`src/rtl/dspdec_pkg.sv`:
```
package dspdec_pkg;

    // Class of one processor bus cycle, also the decoder state
    typedef enum logic [2:0] {
        ST_IDLE   = 3'd0,
        ST_CMD_RD = 3'd1,
        ST_ROM_RD = 3'd2,
        ST_RAM_PM = 3'd3,
        ST_RAM_DM = 3'd4,
        ST_CTL_WR = 3'd5
    } cyc_state_e;

    // Which control register a control write targets
    typedef enum logic [1:0] {
        CTL_NONE    = 2'd0,
        CTL_PAGE_LO = 2'd1,
        CTL_PAGE_HI = 2'd2,
        CTL_LED     = 2'd3
    } ctl_sel_e;

    typedef struct packed {
        cyc_state_e kind;
        ctl_sel_e   ctl;
        logic       is_wr;
        logic       boot;
    } cyc_class_t;

endpackage

```
`src/rtl/dspdec_classify.sv`:
```
module dspdec_classify
    import dspdec_pkg::*;
#(
    parameter int ADDR_W    = 14,
    parameter int CTL_WIN_W = 4,
    parameter logic [ADDR_W-1:0] CTL_BASE     = 14'h3FF0,
    parameter logic [ADDR_W-1:0] CMD_ADDR     = 14'h3FF0,
    parameter logic [ADDR_W-1:0] PAGE_LO_ADDR = 14'h3FF1,
    parameter logic [ADDR_W-1:0] PAGE_HI_ADDR = 14'h3FF2,
    parameter logic [ADDR_W-1:0] LED_ADDR     = 14'h3FF3
) (
    input  logic              boot_sel_n,
    input  logic              prog_sel_n,
    input  logic              data_sel_n,
    input  logic              rd_n,
    input  logic              wr_n,
    input  logic [ADDR_W-1:0] addr,
    output cyc_class_t        cls
);
    localparam int WIN_HI = ADDR_W - 1;

    logic is_rd;
    logic is_wr;
    logic active;
    logic rom_win;
    logic in_ctl_win;

    always_comb begin
        is_rd      = !rd_n;
        is_wr      = rd_n && !wr_n;
        active     = is_rd || is_wr;
        rom_win    = addr[WIN_HI];
        in_ctl_win = (addr[WIN_HI:CTL_WIN_W] == CTL_BASE[WIN_HI:CTL_WIN_W]);
    end

    // Priority: boot select, then program select, then data select
    always_comb begin
        cls       = '0;
        cls.kind  = ST_IDLE;
        cls.ctl   = CTL_NONE;
        cls.is_wr = is_wr;
        if (!boot_sel_n) begin
            if (is_rd) begin
                cls.kind = ST_ROM_RD;
                cls.boot = 1'b1;
            end
        end else if (!prog_sel_n) begin
            if (rom_win) begin
                if (is_rd) cls.kind = ST_ROM_RD;
            end else if (active) begin
                cls.kind = ST_RAM_PM;
            end
        end else if (!data_sel_n) begin
            if (in_ctl_win) begin
                if (is_rd && addr == CMD_ADDR) begin
                    cls.kind = ST_CMD_RD;
                end else if (is_wr && addr == PAGE_LO_ADDR) begin
                    cls.kind = ST_CTL_WR;
                    cls.ctl  = CTL_PAGE_LO;
                end else if (is_wr && addr == PAGE_HI_ADDR) begin
                    cls.kind = ST_CTL_WR;
                    cls.ctl  = CTL_PAGE_HI;
                end else if (is_wr && addr == LED_ADDR) begin
                    cls.kind = ST_CTL_WR;
                    cls.ctl  = CTL_LED;
                end
            end else if (active) begin
                cls.kind = ST_RAM_DM;
            end
        end
    end

endmodule

```
`src/rtl/dspdec_ctl_regs.sv`:
```
module dspdec_ctl_regs
    import dspdec_pkg::*;
#(
    parameter int DATA_W = 8,
    parameter int PAGE_W = 14
) (
    input  logic              clk,
    input  logic              rst_n,
    input  cyc_class_t        cls,
    input  logic [DATA_W-1:0] data,
    output logic [PAGE_W-1:0] page,
    output logic              led
);
    localparam int HI_W = PAGE_W - DATA_W;

    logic ctl_hit;
    assign ctl_hit = (cls.kind == ST_CTL_WR);

    logic [DATA_W-1:0] page_lo;
    logic [HI_W-1:0]   page_hi;

    always_ff @(posedge clk or negedge rst_n) begin
        if (!rst_n) begin
            page_lo <= '0;
        end else if (ctl_hit && cls.ctl == CTL_PAGE_LO) begin
            page_lo <= data;
        end
    end

    generate
        if (HI_W > 0) begin : g_hi
            always_ff @(posedge clk or negedge rst_n) begin
                if (!rst_n) begin
                    page_hi <= '0;
                end else if (ctl_hit && cls.ctl == CTL_PAGE_HI) begin
                    page_hi <= data[HI_W-1:0];
                end
            end
        end
    endgenerate

    always_ff @(posedge clk or negedge rst_n) begin
        if (!rst_n) begin
            led <= 1'b0;
        end else if (ctl_hit && cls.ctl == CTL_LED) begin
            led <= !led;
        end
    end

    assign page = {page_hi, page_lo};

endmodule

```
`src/rtl/dspdec_fsm.sv`:
```
module dspdec_fsm
    import dspdec_pkg::*;
#(
    parameter int LOW_W  = 10,
    parameter int PAGE_W = 14
) (
    input  logic                    clk,
    input  logic                    rst_n,
    input  cyc_class_t              cls,
    input  logic [LOW_W-1:0]        addr_lo,
    input  logic [PAGE_W-1:0]       page,
    output logic                    cmd_rd_en,
    output logic                    rom_rd_en,
    output logic [PAGE_W+LOW_W-1:0] rom_addr,
    output logic                    ram_pm_en,
    output logic                    ram_dm_en,
    output logic                    ram_wr_en,
    output logic                    ctl_wr_en
);
    localparam int ROM_W = PAGE_W + LOW_W;

    cyc_state_e        state;
    logic              wr_q;
    logic [ROM_W-1:0]  rom_addr_q;

    // State register: every edge moves to the class of the current cycle
    always_ff @(posedge clk or negedge rst_n) begin
        if (!rst_n) begin
            state <= ST_IDLE;
        end else begin
            state <= cls.kind;
        end
    end

    always_ff @(posedge clk or negedge rst_n) begin
        if (!rst_n) begin
            rom_addr_q <= '0;
            wr_q       <= 1'b0;
        end else begin
            if (cls.kind == ST_ROM_RD) begin
                rom_addr_q <= {(cls.boot ? {PAGE_W{1'b0}} : page), addr_lo};
            end
            wr_q <= cls.is_wr &&
                    (cls.kind == ST_RAM_PM || cls.kind == ST_RAM_DM);
        end
    end

    // Output process
    always_comb begin
        cmd_rd_en = 1'b0;
        rom_rd_en = 1'b0;
        ram_pm_en = 1'b0;
        ram_dm_en = 1'b0;
        ram_wr_en = 1'b0;
        ctl_wr_en = 1'b0;
        unique case (state)
            ST_IDLE:   ;
            ST_CMD_RD: cmd_rd_en = 1'b1;
            ST_ROM_RD: rom_rd_en = 1'b1;
            ST_RAM_PM: begin
                ram_pm_en = 1'b1;
                ram_wr_en = wr_q;
            end
            ST_RAM_DM: begin
                ram_dm_en = 1'b1;
                ram_wr_en = wr_q;
            end
            ST_CTL_WR: ctl_wr_en = 1'b1;
            default:   ;
        endcase
    end

    assign rom_addr = rom_addr_q;

endmodule

```
`src/rtl/dsp_mem_decoder.sv`:
```
module dsp_mem_decoder
    import dspdec_pkg::*;
#(
    parameter int ADDR_W    = 14,
    parameter int DATA_W    = 8,
    parameter int LOW_W     = 10,
    parameter int PAGE_W    = 14,
    parameter int CTL_WIN_W = 4,
    parameter logic [ADDR_W-1:0] CTL_BASE     = 14'h3FF0,
    parameter logic [ADDR_W-1:0] CMD_ADDR     = 14'h3FF0,
    parameter logic [ADDR_W-1:0] PAGE_LO_ADDR = 14'h3FF1,
    parameter logic [ADDR_W-1:0] PAGE_HI_ADDR = 14'h3FF2,
    parameter logic [ADDR_W-1:0] LED_ADDR     = 14'h3FF3
) (
    input  logic                    clk,
    input  logic                    rst_n,
    input  logic                    boot_sel_n,
    input  logic                    prog_sel_n,
    input  logic                    data_sel_n,
    input  logic                    rd_n,
    input  logic                    wr_n,
    input  logic [ADDR_W-1:0]       dsp_addr,
    input  logic [DATA_W-1:0]       dsp_data,
    output logic                    cmd_rd_en,
    output logic                    rom_rd_en,
    output logic [PAGE_W+LOW_W-1:0] rom_addr,
    output logic                    ram_pm_en,
    output logic                    ram_dm_en,
    output logic                    ram_wr_en,
    output logic                    ctl_wr_en,
    output logic                    led
);
    cyc_class_t        cls;
    logic [PAGE_W-1:0] page;

    dspdec_classify #(
        .ADDR_W       (ADDR_W),
        .CTL_WIN_W    (CTL_WIN_W),
        .CTL_BASE     (CTL_BASE),
        .CMD_ADDR     (CMD_ADDR),
        .PAGE_LO_ADDR (PAGE_LO_ADDR),
        .PAGE_HI_ADDR (PAGE_HI_ADDR),
        .LED_ADDR     (LED_ADDR)
    ) u_classify (
        .boot_sel_n (boot_sel_n),
        .prog_sel_n (prog_sel_n),
        .data_sel_n (data_sel_n),
        .rd_n       (rd_n),
        .wr_n       (wr_n),
        .addr       (dsp_addr),
        .cls        (cls)
    );

    dspdec_ctl_regs #(
        .DATA_W (DATA_W),
        .PAGE_W (PAGE_W)
    ) u_regs (
        .clk   (clk),
        .rst_n (rst_n),
        .cls   (cls),
        .data  (dsp_data),
        .page  (page),
        .led   (led)
    );

    dspdec_fsm #(
        .LOW_W  (LOW_W),
        .PAGE_W (PAGE_W)
    ) u_fsm (
        .clk       (clk),
        .rst_n     (rst_n),
        .cls       (cls),
        .addr_lo   (dsp_addr[LOW_W-1:0]),
        .page      (page),
        .cmd_rd_en (cmd_rd_en),
        .rom_rd_en (rom_rd_en),
        .rom_addr  (rom_addr),
        .ram_pm_en (ram_pm_en),
        .ram_dm_en (ram_dm_en),
        .ram_wr_en (ram_wr_en),
        .ctl_wr_en (ctl_wr_en)
    );

endmodule

```
`config.mk`:
```
export PLATFORM = sky130hd
export DESIGN_NAME = dsp_mem_decoder
export DESIGN_NICKNAME = d
export VERILOG_FILES = /design/src/rtl/dspdec_pkg.sv /design/src/rtl/dspdec_classify.sv /design/src/rtl/dspdec_ctl_regs.sv /design/src/rtl/dspdec_fsm.sv /design/src/rtl/dsp_mem_decoder.sv
export SDC_FILE = /design/constraint.sdc
export NUM_CORES = 1
export LEC_CHECK = 0
export CORE_MARGIN = 1
export CORE_UTILIZATION = 30
export DETAILED_ROUTE_END_ITERATION = 16
export HOLD_SLACK_MARGIN = 0.03
export SKIP_CTS_REPAIR_TIMING = 1
export SYNTH_ARGS = -nofsm -noshare
export SYNTH_HDL_FRONTEND = slang
export SYNTH_HIERARCHICAL = 1
export SYNTH_SLANG_ARGS = --single-unit
export TNS_END_PERCENT = 10
```
`constraint.sdc`:
```
create_clock -name clk -period 2.2 [get_ports clk]
set_input_delay 0.33 -clock clk [delete_from_list [all_inputs] [get_ports clk]]
set_output_delay 0.33 -clock clk [all_outputs]
set_load 0.01 [all_outputs]
```
==> summary.txt <==
Post-Route Utilization = 0.515
TritonCTS buffer count = 5
count of vias placed by the detailed router = 1458
Avg Inst Size Synth = 13.6 sq um
maximum vdd drop = 0.000352 V
CTS tree = built
number of port buffers = 59
Worst-path clk slew = 90 ps
Least-Margin Pin Slew = 545 ps
area of the mapped netlist = 1940 sq um
number of global-route vias before repair = 1419
layout-stage area growth over the synthesis result = 61.5%
number of placed instances, taps included = 298
TritonCTS sink count = 43
Crit Reg-Reg Endpoint = u_fsm/rom_addr[15]
slowest stage cell on the critical path = clkdlybuf4s50_1
cell family with the largest share of critical-path delay = buffers and inverters
number of DRC violations after detailed routing = 0
number of buffer and inverter instances along the worst setup path = 3
number of failing setup endpoints in the final timing report = 0
Post-Syn Nets = 172
die outline height = 82.5 um
Distinct cells, synth = 31
floorplan row count = 28
Synth area leaders = dfrtp_1, mux2_2, and2b_1
launch instance of the worst register-to-register path = u_regs/page_lo[5]
number of synthesized flops with an enable pin = 0
synthesized netlist cell count = 143
Antenna Diode Count = 0
power density relative to cell area = 542 nW/um^2
power consumption = 1.70 mW
warnings from Yosys = 6
maximum clock rate = 464 MHz
fraction of synthesized area in multiplexers = 0.225
final HPWL from detailed placement = 3020 um
number of cells on the worst reg-to-reg path = 2
detailed-routing iteration count for the pre-antenna-repair pass = 4
Fillers = 558
Top-Level Pins = 60
CP arrival = 2340 ps
synthesized-area fraction occupied by ao, oa, aoi and oai cells = 0.0225
GRT Resource Usage Total = 0.127
number of failing hold endpoints at the final stage = 0
post-route clock period utilization = 0.980
post-route insts no fill = 314
starting utilization of the core area = 0.319
Post-synth ARST share = 1.00
first-pass GRT wire length = 6400 um
detailed-route wire length = 4520 um
die area = 6810 sq um
Clk Latency, worst-skew pair = 300 ps
#FFs+latches synth = 43
worst-case clock buffer depth = 2
die width = 82.5 um
leakage power = 1.57 nW
antenna violations before repair = 0
largest net degree at the start of global routing = 44
kind of critical path = input pin to register
area fraction in and, or, nand and nor cells after synthesis = 0.167
largest stage delay on the critical path = 480 ps
total of max-cap violations = 0
commonest register cell after synthesis = dfrtp_1
proportion of synthesized chip area in sequential cells = 0.553
post-detailed-route wirelength per cell = 14.4 um
area share of the leading cell type in the synthesized netlist = 0.553
final critical-path setup slack = 44.0 ps
placement-stage worst setup slack = -458 ps
Clock Skews = 7.95 ps
fraction of synthesized cell area in xor and xnor cells = 0.00450
CP Capture Type = register
Final Max Slew Viols = 0
required time of the critical path = 2380 ps
ANT nets after route = 0
ordered cell list for the critical path = clkdlybuf4s50_1 -> and3b_2 -> nand4_1 -> mux2i_4 -> buf_4 -> nand3b_1 -> nor3_4 -> buf_12 -> mux2_2
Relative slew margins = 0.636
combinational family with the most area after synthesis = multiplexers
startpoint kind of the worst setup timing path = input pin
layout cell share with drive strength beyond 1 = 0.418
H-tree levels = 2
area of the core = 6100 sq um
cell chosen for the clock root = clkbuf_8
First DRT Iteration DRCs = 27
number of nets in the layout = 267
adder-cell share of the synthesized area = 0
residual overflow from global routing = 0
routed via count divided by cell count = 4.64
shortest clock period the worst path allows after layout = 2160 ps
Synth area leader = dfrtp_1
register-to-register path setup slack = 1300 ps
status = finished, final reports clean
maximum fanout count along the critical path = 8
kind of path behind the tightest hold check = input pin to async pin
Final GP Congestion = 0.860
## worst max-delay path by stage
stage,startpoint,endpoint,slack [ps],depth (start not counted)
finish,prog_sel_n,u_regs/page_lo[3],40,9
global route,rd_n,u_regs/page_lo[1],-30,9
CTS,dsp_addr[5],u_regs/page_lo[3],-140,8
detailed placement,dsp_addr[5],u_regs/page_lo[3],-460,8
global placement,dsp_addr[5],u_regs/page_lo[4],-430,8
floorplan,dsp_addr[5],u_regs/page_lo[0],60,6
## where the power goes
group | internal (mW) | switching [mW] | total (mW)
sequential | 0.825 | 0.0203 | 0.845
combinational | 0.217 | 0.131 | 0.347
clock | 0.227 | 0.283 | 0.510
## synth_stat cells, types with 2 or more instances
library cell / n
a21boi_0: 2
dfrtp_1: 43
buf_6: 2
mux2_2: 37
nor3b_1: 2
nor2_1: 3
nor3_1: 3
and2b_1: 8
nand4_1: 3
inv_1: 4
and3b_1: 2
nand2_1: 4
nor2b_1: 7
nand3b_1: 4
or3b_2: 3
## per-stage QoR
step,instance area (sq um),setup TNS [ps],hold WS [ps]
after floorplan,1960,0,34.4
final,3140,0,93.4
after global routing,3140,-110,137
after global placement,2800,-15300,443
after detailed placement,2800,-15770,442
after CTS,2890,-3330,106
## cell usage in the layout (no fill, tap or decap), types with 3 or more instances in the layout
cell type	synthesis	routed
buf_6	2	7
mux2_4	0	20
or3b_2	3	3
dfrtp_1	43	43
nor3_2	0	3
nand4_1	3	3
nand3b_1	4	4
nor2b_1	7	6
clkdlybuf4s50_1	0	46
and2b_1	8	8
mux2_2	37	18
dlymetal6s2s_1	0	12
buf_4	1	24
nand2_1	4	3
inv_1	4	4
clkbuf_8	0	5
## layer usage
metal,routed length [um],part of all wire,track usage
met4,51,0.011,0.0466
met1,2210,0.49,0.165
met3,301,0.067,0.0308
met5,0,0,0
met2,1960,0.43,0.207
## registers in the layout, summed over array words and instances, names as in the netlist
signal	flops
u_fsm/rom_addr	24
u_regs/page_hi	6
u_regs/led	1
u_fsm/wr_q	1
u_regs/page_lo	8
u_fsm/state	3
## cells by family after synthesis
family	Yosys count
AOI/OAI and AO/OA	5
xor gates and xnor gates	1
buffers and inverters	9
DFF	43
muxes	39
and+or+nand+nor	46
## final cells by class
cell class	count	area, sq um	share of cell area
Clock buffer	5	68.8	0.0219
Clock inverter	3	23.8	0.00757
Inverter	5	18.8	0.00598
Multi-Input combinational cell	91	950	0.302
Sequential cell	43	1080	0.343
Tap cell	75	93.8	0.0299
Timing Repair Buffer	92	910	0.290
Note: power is estimated with default switching activity, not from simulation.
